## src/rtl/dram_rfsh_pkg.sv

```systemverilog
package dram_rfsh_pkg;

  // Life phases of the sequencer
  typedef enum logic [1:0] {
    PH_PAUSE = 2'd0,
    PH_INIT  = 2'd1,
    PH_RUN   = 2'd2
  } phase_e;

  // CBR pulse engine states
  typedef enum logic [2:0] {
    EN_IDLE = 3'd0,
    EN_WAIT = 3'd1,
    EN_CSR  = 3'd2,
    EN_CHR  = 3'd3,
    EN_RLO  = 3'd4,
    EN_PRE  = 3'd5
  } eng_e;

endpackage

```

## src/rtl/rfsh_timer.sv

```systemverilog
// Free-running cycle counter: pulses tick on the LIMIT-th enabled cycle.
module rfsh_timer #(
  parameter int LIMIT = 16
) (
  input  logic clk,
  input  logic rst,
  input  logic clr,
  input  logic en,
  output logic tick
);
  localparam int W = (LIMIT > 1) ? $clog2(LIMIT) : 1;

  logic [W-1:0] cnt_q;

  assign tick = en && !clr && (cnt_q == W'(LIMIT - 1));

  always_ff @(posedge clk) begin
    if (rst || clr) begin
      cnt_q <= '0;
    end else if (en) begin
      cnt_q <= tick ? '0 : cnt_q + 1'b1;
    end
  end
endmodule

```

## src/rtl/rfsh_debt.sv

```systemverilog
// Saturating count of refresh slots that are due but not yet served.
module rfsh_debt #(
  parameter int MAX_OWED = 4,
  localparam int OW = $clog2(MAX_OWED + 1)
) (
  input  logic          clk,
  input  logic          rst,
  input  logic          clr,
  input  logic          inc,
  input  logic          dec,
  output logic [OW-1:0] owed
);
  always_ff @(posedge clk) begin
    if (rst || clr) begin
      owed <= '0;
    end else begin
      unique case ({inc, dec})
        2'b10: if (owed != OW'(MAX_OWED)) owed <= owed + 1'b1;
        2'b01: if (owed != '0) owed <= owed - 1'b1;
        default: owed <= owed;
      endcase
    end
  end
endmodule

```

## src/rtl/cbr_engine.sv

```systemverilog
// Produces one CBR pulse pattern per demanded refresh once the bus is granted.
module cbr_engine
  import dram_rfsh_pkg::*;
#(
  parameter int T_CSR = 1,
  parameter int T_CHR = 2,
  parameter int T_RAS = 7,
  parameter int T_RP  = 5
) (
  input  logic clk,
  input  logic rst,
  input  logic demand_i,
  input  logic gnt_i,
  output logic req_o,
  output logic ras_n_o,
  output logic cas_n_o,
  output logic drive_en_o,
  output logic done_o
);
  localparam int T_RLO = T_RAS - T_CHR;
  localparam int M1    = (T_CSR > T_CHR) ? T_CSR : T_CHR;
  localparam int M2    = (T_RAS > T_RP) ? T_RAS : T_RP;
  localparam int TMAX  = (M1 > M2) ? M1 : M2;
  localparam int TW    = $clog2(TMAX + 1);

  eng_e          st_q;
  logic [TW-1:0] tmr_q;

  assign done_o = (st_q == EN_PRE) && (tmr_q == '0);

  always_ff @(posedge clk) begin
    if (rst) begin
      st_q       <= EN_IDLE;
      tmr_q      <= '0;
      req_o      <= 1'b0;
      ras_n_o    <= 1'b1;
      cas_n_o    <= 1'b1;
      drive_en_o <= 1'b0;
    end else begin
      unique case (st_q)
        EN_IDLE: begin
          if (demand_i) begin
            st_q  <= EN_WAIT;
            req_o <= 1'b1;
          end
        end
        EN_WAIT: begin
          if (!demand_i) begin
            st_q       <= EN_IDLE;
            req_o      <= 1'b0;
            drive_en_o <= 1'b0;
          end else if (gnt_i) begin
            st_q       <= EN_CSR;
            cas_n_o    <= 1'b0;
            drive_en_o <= 1'b1;
            tmr_q      <= TW'(T_CSR - 1);
          end
        end
        EN_CSR: begin
          if (tmr_q == '0) begin
            st_q    <= EN_CHR;
            ras_n_o <= 1'b0;
            tmr_q   <= TW'(T_CHR - 1);
          end else begin
            tmr_q <= tmr_q - 1'b1;
          end
        end
        EN_CHR: begin
          if (tmr_q == '0) begin
            st_q    <= EN_RLO;
            cas_n_o <= 1'b1;
            tmr_q   <= TW'(T_RLO - 1);
          end else begin
            tmr_q <= tmr_q - 1'b1;
          end
        end
        EN_RLO: begin
          if (tmr_q == '0) begin
            st_q    <= EN_PRE;
            ras_n_o <= 1'b1;
            tmr_q   <= TW'(T_RP - 1);
          end else begin
            tmr_q <= tmr_q - 1'b1;
          end
        end
        EN_PRE: begin
          if (tmr_q == '0) begin
            st_q <= EN_WAIT;
          end else begin
            tmr_q <= tmr_q - 1'b1;
          end
        end
        default: st_q <= EN_IDLE;
      endcase
    end
  end
endmodule

```

## src/rtl/dram_rfsh_seq.sv

```systemverilog
// Power-up, periodic CBR refresh and idle re-wake sequencer.
// Timing parameters are in clock cycles; T_CHR >= 1, T_RAS > T_CHR, T_CSR >= 1, T_RP >= 1.
module dram_rfsh_seq
  import dram_rfsh_pkg::*;
#(
  parameter int PAUSE_CYC    = 50000,
  parameter int INIT_CNT     = 8,
  parameter int REF_INTERVAL = 1560,
  parameter int IDLE_LIMIT   = 1640000,
  parameter int T_CSR        = 1,
  parameter int T_CHR        = 2,
  parameter int T_RAS        = 7,
  parameter int T_RP         = 5,
  parameter int MAX_OWED     = 4
) (
  input  logic clk,
  input  logic rst,
  input  logic ref_gnt_i,
  input  logic ext_ras_n_i,
  output logic ref_req_o,
  output logic ras_n_o,
  output logic cas_n_o,
  output logic drive_en_o,
  output logic init_done_o
);
  localparam int IW = $clog2(INIT_CNT + 1);
  localparam int OW = $clog2(MAX_OWED + 1);

  phase_e        phase_q;
  logic [IW-1:0] init_left_q;
  logic [OW-1:0] owed_q;
  logic          pause_tick;
  logic          ivl_tick;
  logic          idle_tick;
  logic          bus_idle;
  logic          in_run;
  logic          demand;
  logic          cyc_done;

  assign in_run   = (phase_q == PH_RUN);
  assign bus_idle = ras_n_o && ext_ras_n_i;

  rfsh_timer #(.LIMIT(PAUSE_CYC)) u_pause (
    .clk  (clk),
    .rst  (rst),
    .clr  (1'b0),
    .en   (phase_q == PH_PAUSE),
    .tick (pause_tick)
  );

  rfsh_timer #(.LIMIT(REF_INTERVAL)) u_ivl (
    .clk  (clk),
    .rst  (rst),
    .clr  (!in_run),
    .en   (in_run),
    .tick (ivl_tick)
  );

  rfsh_timer #(.LIMIT(IDLE_LIMIT)) u_idle (
    .clk  (clk),
    .rst  (rst),
    .clr  (!in_run || !bus_idle),
    .en   (in_run && bus_idle),
    .tick (idle_tick)
  );

  rfsh_debt #(.MAX_OWED(MAX_OWED)) u_debt (
    .clk  (clk),
    .rst  (rst),
    .clr  (!in_run || idle_tick),
    .inc  (ivl_tick),
    .dec  (cyc_done && in_run),
    .owed (owed_q)
  );

  always_comb begin
    unique case (phase_q)
      PH_INIT: demand = (init_left_q != '0);
      PH_RUN:  demand = (owed_q != '0);
      default: demand = 1'b0;
    endcase
  end

  cbr_engine #(
    .T_CSR (T_CSR),
    .T_CHR (T_CHR),
    .T_RAS (T_RAS),
    .T_RP  (T_RP)
  ) u_eng (
    .clk        (clk),
    .rst        (rst),
    .demand_i   (demand),
    .gnt_i      (ref_gnt_i),
    .req_o      (ref_req_o),
    .ras_n_o    (ras_n_o),
    .cas_n_o    (cas_n_o),
    .drive_en_o (drive_en_o),
    .done_o     (cyc_done)
  );

  always_ff @(posedge clk) begin
    if (rst) begin
      phase_q     <= PH_PAUSE;
      init_left_q <= '0;
      init_done_o <= 1'b0;
    end else begin
      unique case (phase_q)
        PH_PAUSE: begin
          if (pause_tick) begin
            phase_q     <= PH_INIT;
            init_left_q <= IW'(INIT_CNT);
          end
        end
        PH_INIT: begin
          if (cyc_done) begin
            init_left_q <= init_left_q - 1'b1;
            if (init_left_q == IW'(1)) begin
              phase_q     <= PH_RUN;
              init_done_o <= 1'b1;
            end
          end
        end
        PH_RUN: begin
          if (idle_tick) begin
            phase_q     <= PH_INIT;
            init_left_q <= IW'(INIT_CNT);
            init_done_o <= 1'b0;
          end
        end
        default: phase_q <= PH_PAUSE;
      endcase
    end
  end
endmodule

```

## config.mk

```make
export PLATFORM = sky130hd
export DESIGN_NAME = dram_rfsh_seq
export DESIGN_NICKNAME = d
export VERILOG_FILES = /design/src/rtl/dram_rfsh_pkg.sv /design/src/rtl/rfsh_timer.sv /design/src/rtl/rfsh_debt.sv /design/src/rtl/cbr_engine.sv /design/src/rtl/dram_rfsh_seq.sv
export SDC_FILE = /design/constraint.sdc
export NUM_CORES = 1
export LEC_CHECK = 0
export CORE_MARGIN = 4
export CORE_UTILIZATION = 35
export DETAILED_ROUTE_END_ITERATION = 7
export DONT_BUFFER_PORTS = 1
export SLEW_MARGIN = 20
export SYNTH_ARGS = -nofsm -noshare
export SYNTH_HDL_FRONTEND = slang
export SYNTH_SLANG_ARGS = --single-unit
```

## constraint.sdc

```tcl
create_clock -name clk -period 3.1 [get_ports clk]
set_input_delay 0.62 -clock clk [delete_from_list [all_inputs] [get_ports clk]]
set_output_delay 0.62 -clock clk [all_outputs]
set_load 0.02 [all_outputs]
```

Word-level counts from Yosys, hierarchy flattened
Cells that the tools add are included.
{ "totals": {"wordCells": 135, "regBits": 68, "in_bits": 4, "output_inout_bits": 5} }
{ "op_classes": {"addsub": 7, "muxes": 45, "reduce_logical": 39, "eq_ne": 31} }
{ "op_table": {"columns": ["cell", "n"], "rows": [
  ["3-bit two-way mux", 14],
  ["21-bit by 1-bit adder with 21-bit output (second input constant)", 1],
  ["21-bit == test (second input constant)", 1],
  ["21-bit two-way mux", 1],
  ["2-bit != test (second input constant)", 10],
  ["4-bit AND reduction", 5],
  ["3-bit case mux with 6 select lines", 1],
  ["16-bit by 1-bit adder with 16-bit output (second input constant)", 1],
  ["16-bit == test (second input constant)", 1],
  ["16-bit two-way mux", 1],
  ["4-bit two-way mux", 3],
  ["2-bit by 1-bit != test with 1-bit output (second input constant)", 6],
  ["3-bit case mux with 4 select lines", 1],
  ["4-bit case mux with 3 select lines", 1],
  ["11-bit by 1-bit adder with 11-bit output (second input constant)", 1],
  ["11-bit == test (second input constant)", 1],
  ["1-bit two-way mux", 11],
  ["11-bit two-way mux", 1],
  ["1-bit case mux with 2 select lines", 5],
  ["2-bit nonzero test", 5],
  ["3-bit AND reduction", 3],
  ["1-bit logical AND", 8],
  ["2-bit two-way mux", 4],
  ["4-bit nonzero test", 2],
  ["20 further kinds", 34]
]} }

Logic depth before layout (Yosys ltp)
{ "logic_depth": {"depth_word": 8, "ltp_mapped": 13} }

Hierarchy
A second synthesis with hierarchy kept.
{ "hier_totals": {"hier_cells": 419, "hier_area_um2": 3738.6} }
{ "by_module_without_submodules": {"columns": ["module", "n_inst", "seq_area_each_um2", "cells_each", "area_per_inst_um2"], "rows": [
  ["rfsh_timer (u_idle)", 1, 420.4, 117, 1016.0],
  ["rfsh_timer (u_pause)", 1, 320.3, 83, 770.7],
  ["cbr_engine", 1, 200.2, 71, 589.3],
  ["rfsh_timer (u_ivl)", 1, 220.2, 58, 575.6],
  ["dram_rfsh_seq", 1, 140.1, 61, 551.8],
  ["rfsh_debt", 1, 60.1, 29, 235.2]
]} }

Worst setup path after synthesis
Ideal clock, no wire load.
{ "synth_timing": {"path_type": "register to register", "startpoint": "register u_eng.tmr_q[0]", "endpoint": "register u_debt.owed[2]", "setup_slack_ps": 466, "synth_period_minus_slack_ps": 2634, "t_arrival_ps": 2543, "path_buffers": 2, "stages_incl_launch_ff": 14, "path_cell_list": "dfxtp_1 -> inv_1 -> ha_1 -> ha_1 -> clkbuf_1 -> and4b_1 -> clkbuf_1 -> o31a_1 -> nand2_1 -> fa_1 -> nand2b_1 -> o22ai_1 -> a21oi_1 -> a311oi_1"} }
{ "synth_between": {"elab_chain_len": 6} }
{ "synth_rtl": {"columns": ["element", "line", "source"], "rows": [
  ["from (decl)", "cbr_engine.sv:27", "logic [TW-1:0] tmr_q;"],
  ["from (signal assigned)", "cbr_engine.sv:56", "tmr_q <= TW'(T_CSR - 1);"],
  ["from (signal assigned)", "cbr_engine.sv:63", "tmr_q <= TW'(T_CHR - 1);"],
  ["from (signal assigned)", "cbr_engine.sv:65", "tmr_q <= tmr_q - 1'b1;"],
  ["3-bit logical NOT (*)", "cbr_engine.sv:29", "assign done_o = (st_q == EN_PRE) && (tmr_q == '0);"],
  ["1-bit logical AND (*)", "cbr_engine.sv:29", null],
  ["1-bit logical AND (*)", "dram_rfsh_seq.sv:72", ".dec (cyc_done && in_run),"],
  ["2-bit == test or 2-bit by 1-bit == test with 1-bit output (tied branches)", "rfsh_debt.sv:17", "unique case ({inc, dec})"],
  ["2-bit by 1-bit != test with 1-bit output (no line), or another cell as far along", null, null],
  ["3-bit AND reduction (no line)", null, null],
  ["to (signal assigned)", "rfsh_debt.sv:18", "2'b10: if (owed != OW'(MAX_OWED)) owed <= owed + 1'b1;"],
  ["to (signal assigned)", "rfsh_debt.sv:19", "2'b01: if (owed != '0) owed <= owed - 1'b1;"],
  ["to (signal assigned)", "rfsh_debt.sv:20", "default: owed <= owed;"],
  ["to (decl)", "rfsh_debt.sv:11", "output logic [OW-1:0] owed"]
]} }
Every way passes the cells marked *; elsewhere a longest branch is shown, timed or not.
A chain may end at the register's enable or synchronous reset.

Worst setup path after layout
Same ends and word-level chain as after synthesis.

==> metrics <==
RSZ-0062 raised after global routing no; Detailed Place HPWL roughly 5000 um; DRT iter0 DRCs 75; adder-cell share of the synthesized area just under 5%; max-cap viol count 0; Worst Max-Slew Pin Slew about 0.56 ns; worst path cell trace inv_1 -> ha_1 -> ha_1 -> and4b_1 -> o31a_1 -> nand2_1 -> fa_1 -> nand2b_1 -> o22ai_1 -> a21oi_1 -> a311oi_1; WP buf/inv 1; setup violators final 0; outcome complete, no violations; final WL roughly 7000 um; Max Clock Freq 0.356 GHz; number of inserted diodes 0; chip width around 110 um; Worst Path Class, Setup reg -> reg; I/O pins 9; Final #Nets 428; vias in the first global route 2677; Primary FF master, synth dfxtp_1; WP depth 11; CTS Buf Count 9; Critical Path End u_debt.owed[2]; RD Place Congestion slightly below 0.8; Worst R2R End u_debt.owed[2]; hold_ws roughly 0.34 ns; # placed instances ~530; fin crit share ~91%; post-synthesis cell type count 57; register area between 1000 and 1500 um^2; Post-Synthesis Net Count between 400 and 500; Post-synth EDFFs 0; cell taking the most area after synthesis dfxtp_1; Setup TNS 0 ns; worst reg-to-reg path cell count 11; residual DRC count 0; post-route minimum period 2.81 ns; Slowest-stage cell, CP and4b_1; area of the multi-input gates 1950 um^2; synthesized instance count 410; most instantiated cells after synthesis dfxtp_1 (68), nor2_1 (54), nand2_1 (32); Hold Path Class in -> reg; #FFs+latches synth ~70; VDD IR max roughly 0.00022 V; Layout area overhead 10.8%; sequential area share after synthesis 39.4%; final hold vios 0; asr flop ratio synth 0%; GRT overflow 0; first-pass GRT wire length 12600 um; filler instances between 900 and 1000; Site Rows 35; port bufs 0; startpoint types register; crit end category register; Ys Warns 0; share of Yosys cell area claimed by the top area cell type roughly two fifths; CP Data Required Time 3.34 ns; largest net degree at the start of global routing 18; FF-to-FF Start u_eng.tmr_q[0]; dpl cell area ~3600 um^2; delay-heaviest family, CP adder cells; Max transition margin around 62%; Power Density about 460 nW/um^2; multiplexer share of the synthesized area less than 1%; drt wl/cell roughly 13 um; cell mode on critical path ha_1; ANT nets after route 0; Synth Area in Compound Gates between 10% and 20%; initial antenna violation count 0; max incr delay on CP 0.44 ns; final setup margin approximately 0.29 ns; clock latency on the worst-skew pair around 0.34 ns; setup bufs post-CTS 0; Die Area ~12000 um^2; CTS tree yes; Max FO, Critical Path 10; die height between 100 and 150 um; reg2reg setup slack a little under 0.3 ns; largest family of logic cells by synthesized area simple AND/OR/NAND/NOR gates; most instantiated library cell after synthesis dfxtp_1; clk sinks a little under 70; # resized after CTS 0; Post-Synth Simple-Gate Area 28.5%; Final Skew a little over 0.007 ns; Synth Area in XOR/XNOR 10.4%; Pre-antenna DRT Iters 4; total track usage 13.5%; Vias/cell about 5.2; Post-CTS Hold Buffers 0; synthesized cell area around 3500 um^2; CORE AREA approximately 9400 um^2; Avg Cell Area, Syn ~8.4 um^2; vias 2843; initial core utilization 36.7%; share of layout cells above drive strength 1 ~6%; Layout Cells excl Fill approximately 550; H-Tree Depth 3; Root Buffer Master clkbuf_8; leakage power around 0.0013 uW; CP arrival 3.06 ns; clk slew on worst S/H paths 0.07 ns; CP Launch Point u_eng.tmr_q[0]; Final Cell Area ~3800 um^2; clock buffer depth 2; Max Slew Vio Count 0; Post-Place Setup Slack 0.372 ns; synth top area cells dfxtp_1 (39%), nor2_1 (5.9%), xnor2_1 (5.6%), xor2_1 (4.8%), ha_1 (4.3%)
worst register-to-register path: stages (launching register included):
cell	delay, ns
dfxtp_1	0.33
inv_1	0.07
ha_1	0.17
ha_1	0.34
and4b_1	0.44
o31a_1	0.22
nand2_1	0.08
fa_1	0.39
nand2b_1	0.18
o22ai_1	0.19
a21oi_1	0.09
a311oi_1	0.21
flip-flops by register name, summed over array words and instances (netlist names):
register,flops
u_idle.cnt_q,21
u_pause.cnt_q,16
u_ivl.cnt_q,11
init_left_q,4
u_debt.owed,3
u_eng.st_q,3
u_eng.tmr_q,3
phase_q,2
init_done_o,1
u_eng.cas_n_o,1
u_eng.drive_en_o,1
u_eng.ras_n_o,1
u_eng.req_o,1
worst min-delay path by stage:
stage	from	endpoint	slack [ns]	cells after the start
floorplan	u_idle.cnt_q[0]	u_idle.cnt_q[0]	0.43	1
global placement	u_idle.cnt_q[0]	u_idle.cnt_q[0]	0.45	1
detailed placement	u_idle.cnt_q[0]	u_idle.cnt_q[0]	0.45	1
CTS	rst	init_left_q[1]	0.32	1
global route	rst	u_eng.req_o	0.32	1
finish	rst	u_eng.tmr_q[1]	0.34	1
cells by family after synthesis:
group,after synthesis
compound gates,63
xor+xnor,41
fa+ha+maj,13
buf+inv,38
flops,68
mux,1
simple gates,186
report_power, final:
group	internal (uW)	switching, uW	leakage, uW
sequential	876	3.97	0.000548
clock	498	347	0.000112
combinational	6.39	9.92	0.000594
total	1380	361	0.00125
layer usage:
layer | track usage (%) | share of wire [%]
met4 | 5.95 | 1.9
met5 | 0 | 0
met2 | 22.1 | 47
met3 | 2.94 | 3.5
met1 | 16.9 | 48
cell usage in the layout, fill, tap and decap left out, drive strengths merged, types with 2 or more instances in the layout:
master,Yosys,final
nand3,24,24
clkbuf,12,11
a21o,2,2
nor2,54,54
nor2b,5,5
dfxtp,68,68
o21a,2,2
or3,6,6
or4,5,5
xnor2,22,22
buf,2,4
o21ai,12,12
ha,12,12
o22ai,2,2
nand4,12,12
xor2,19,19
o311ai,2,2
o31ai,4,4
clkinvlp,0,2
a31oi,3,3
nor4b,3,3
inv,24,24
a41oi,2,2
a211oi,2,2
a21oi,15,15
bufinv,0,2
nor3,7,7
and3,9,9
nand2,32,32
and4b,2,2
nand2b,3,3
and4,5,5
a311oi,4,4
nor4,4,4
nor3b,4,4
nand4b,2,2
and2,4,4
through the flow:
| step | util (%) | power [uW] |
|---|---|---|
| after floorplan | - | 915 |
| after global placement | 38.2 | 917 |
| after detailed placement | 38.2 | 917 |
| after CTS | 40.7 | 1770 |
| after global routing | 40.7 | 1810 |
| final | 40.7 | 1740 |
cell type report:
| type | count | area share, % |
|---|---|---|
| sequential | 68 | 35.6 |
| multi-input combinational | 304 | 50.9 |
| timing repair buffer | 4 | 0.785 |
| inverter | 24 | 2.35 |
| tap | 129 | 4.22 |
| clock inverter | 5 | 2.19 |
| clock buffer | 11 | 3.96 |
No activity file was read; power rests on OpenSTA's default activity.
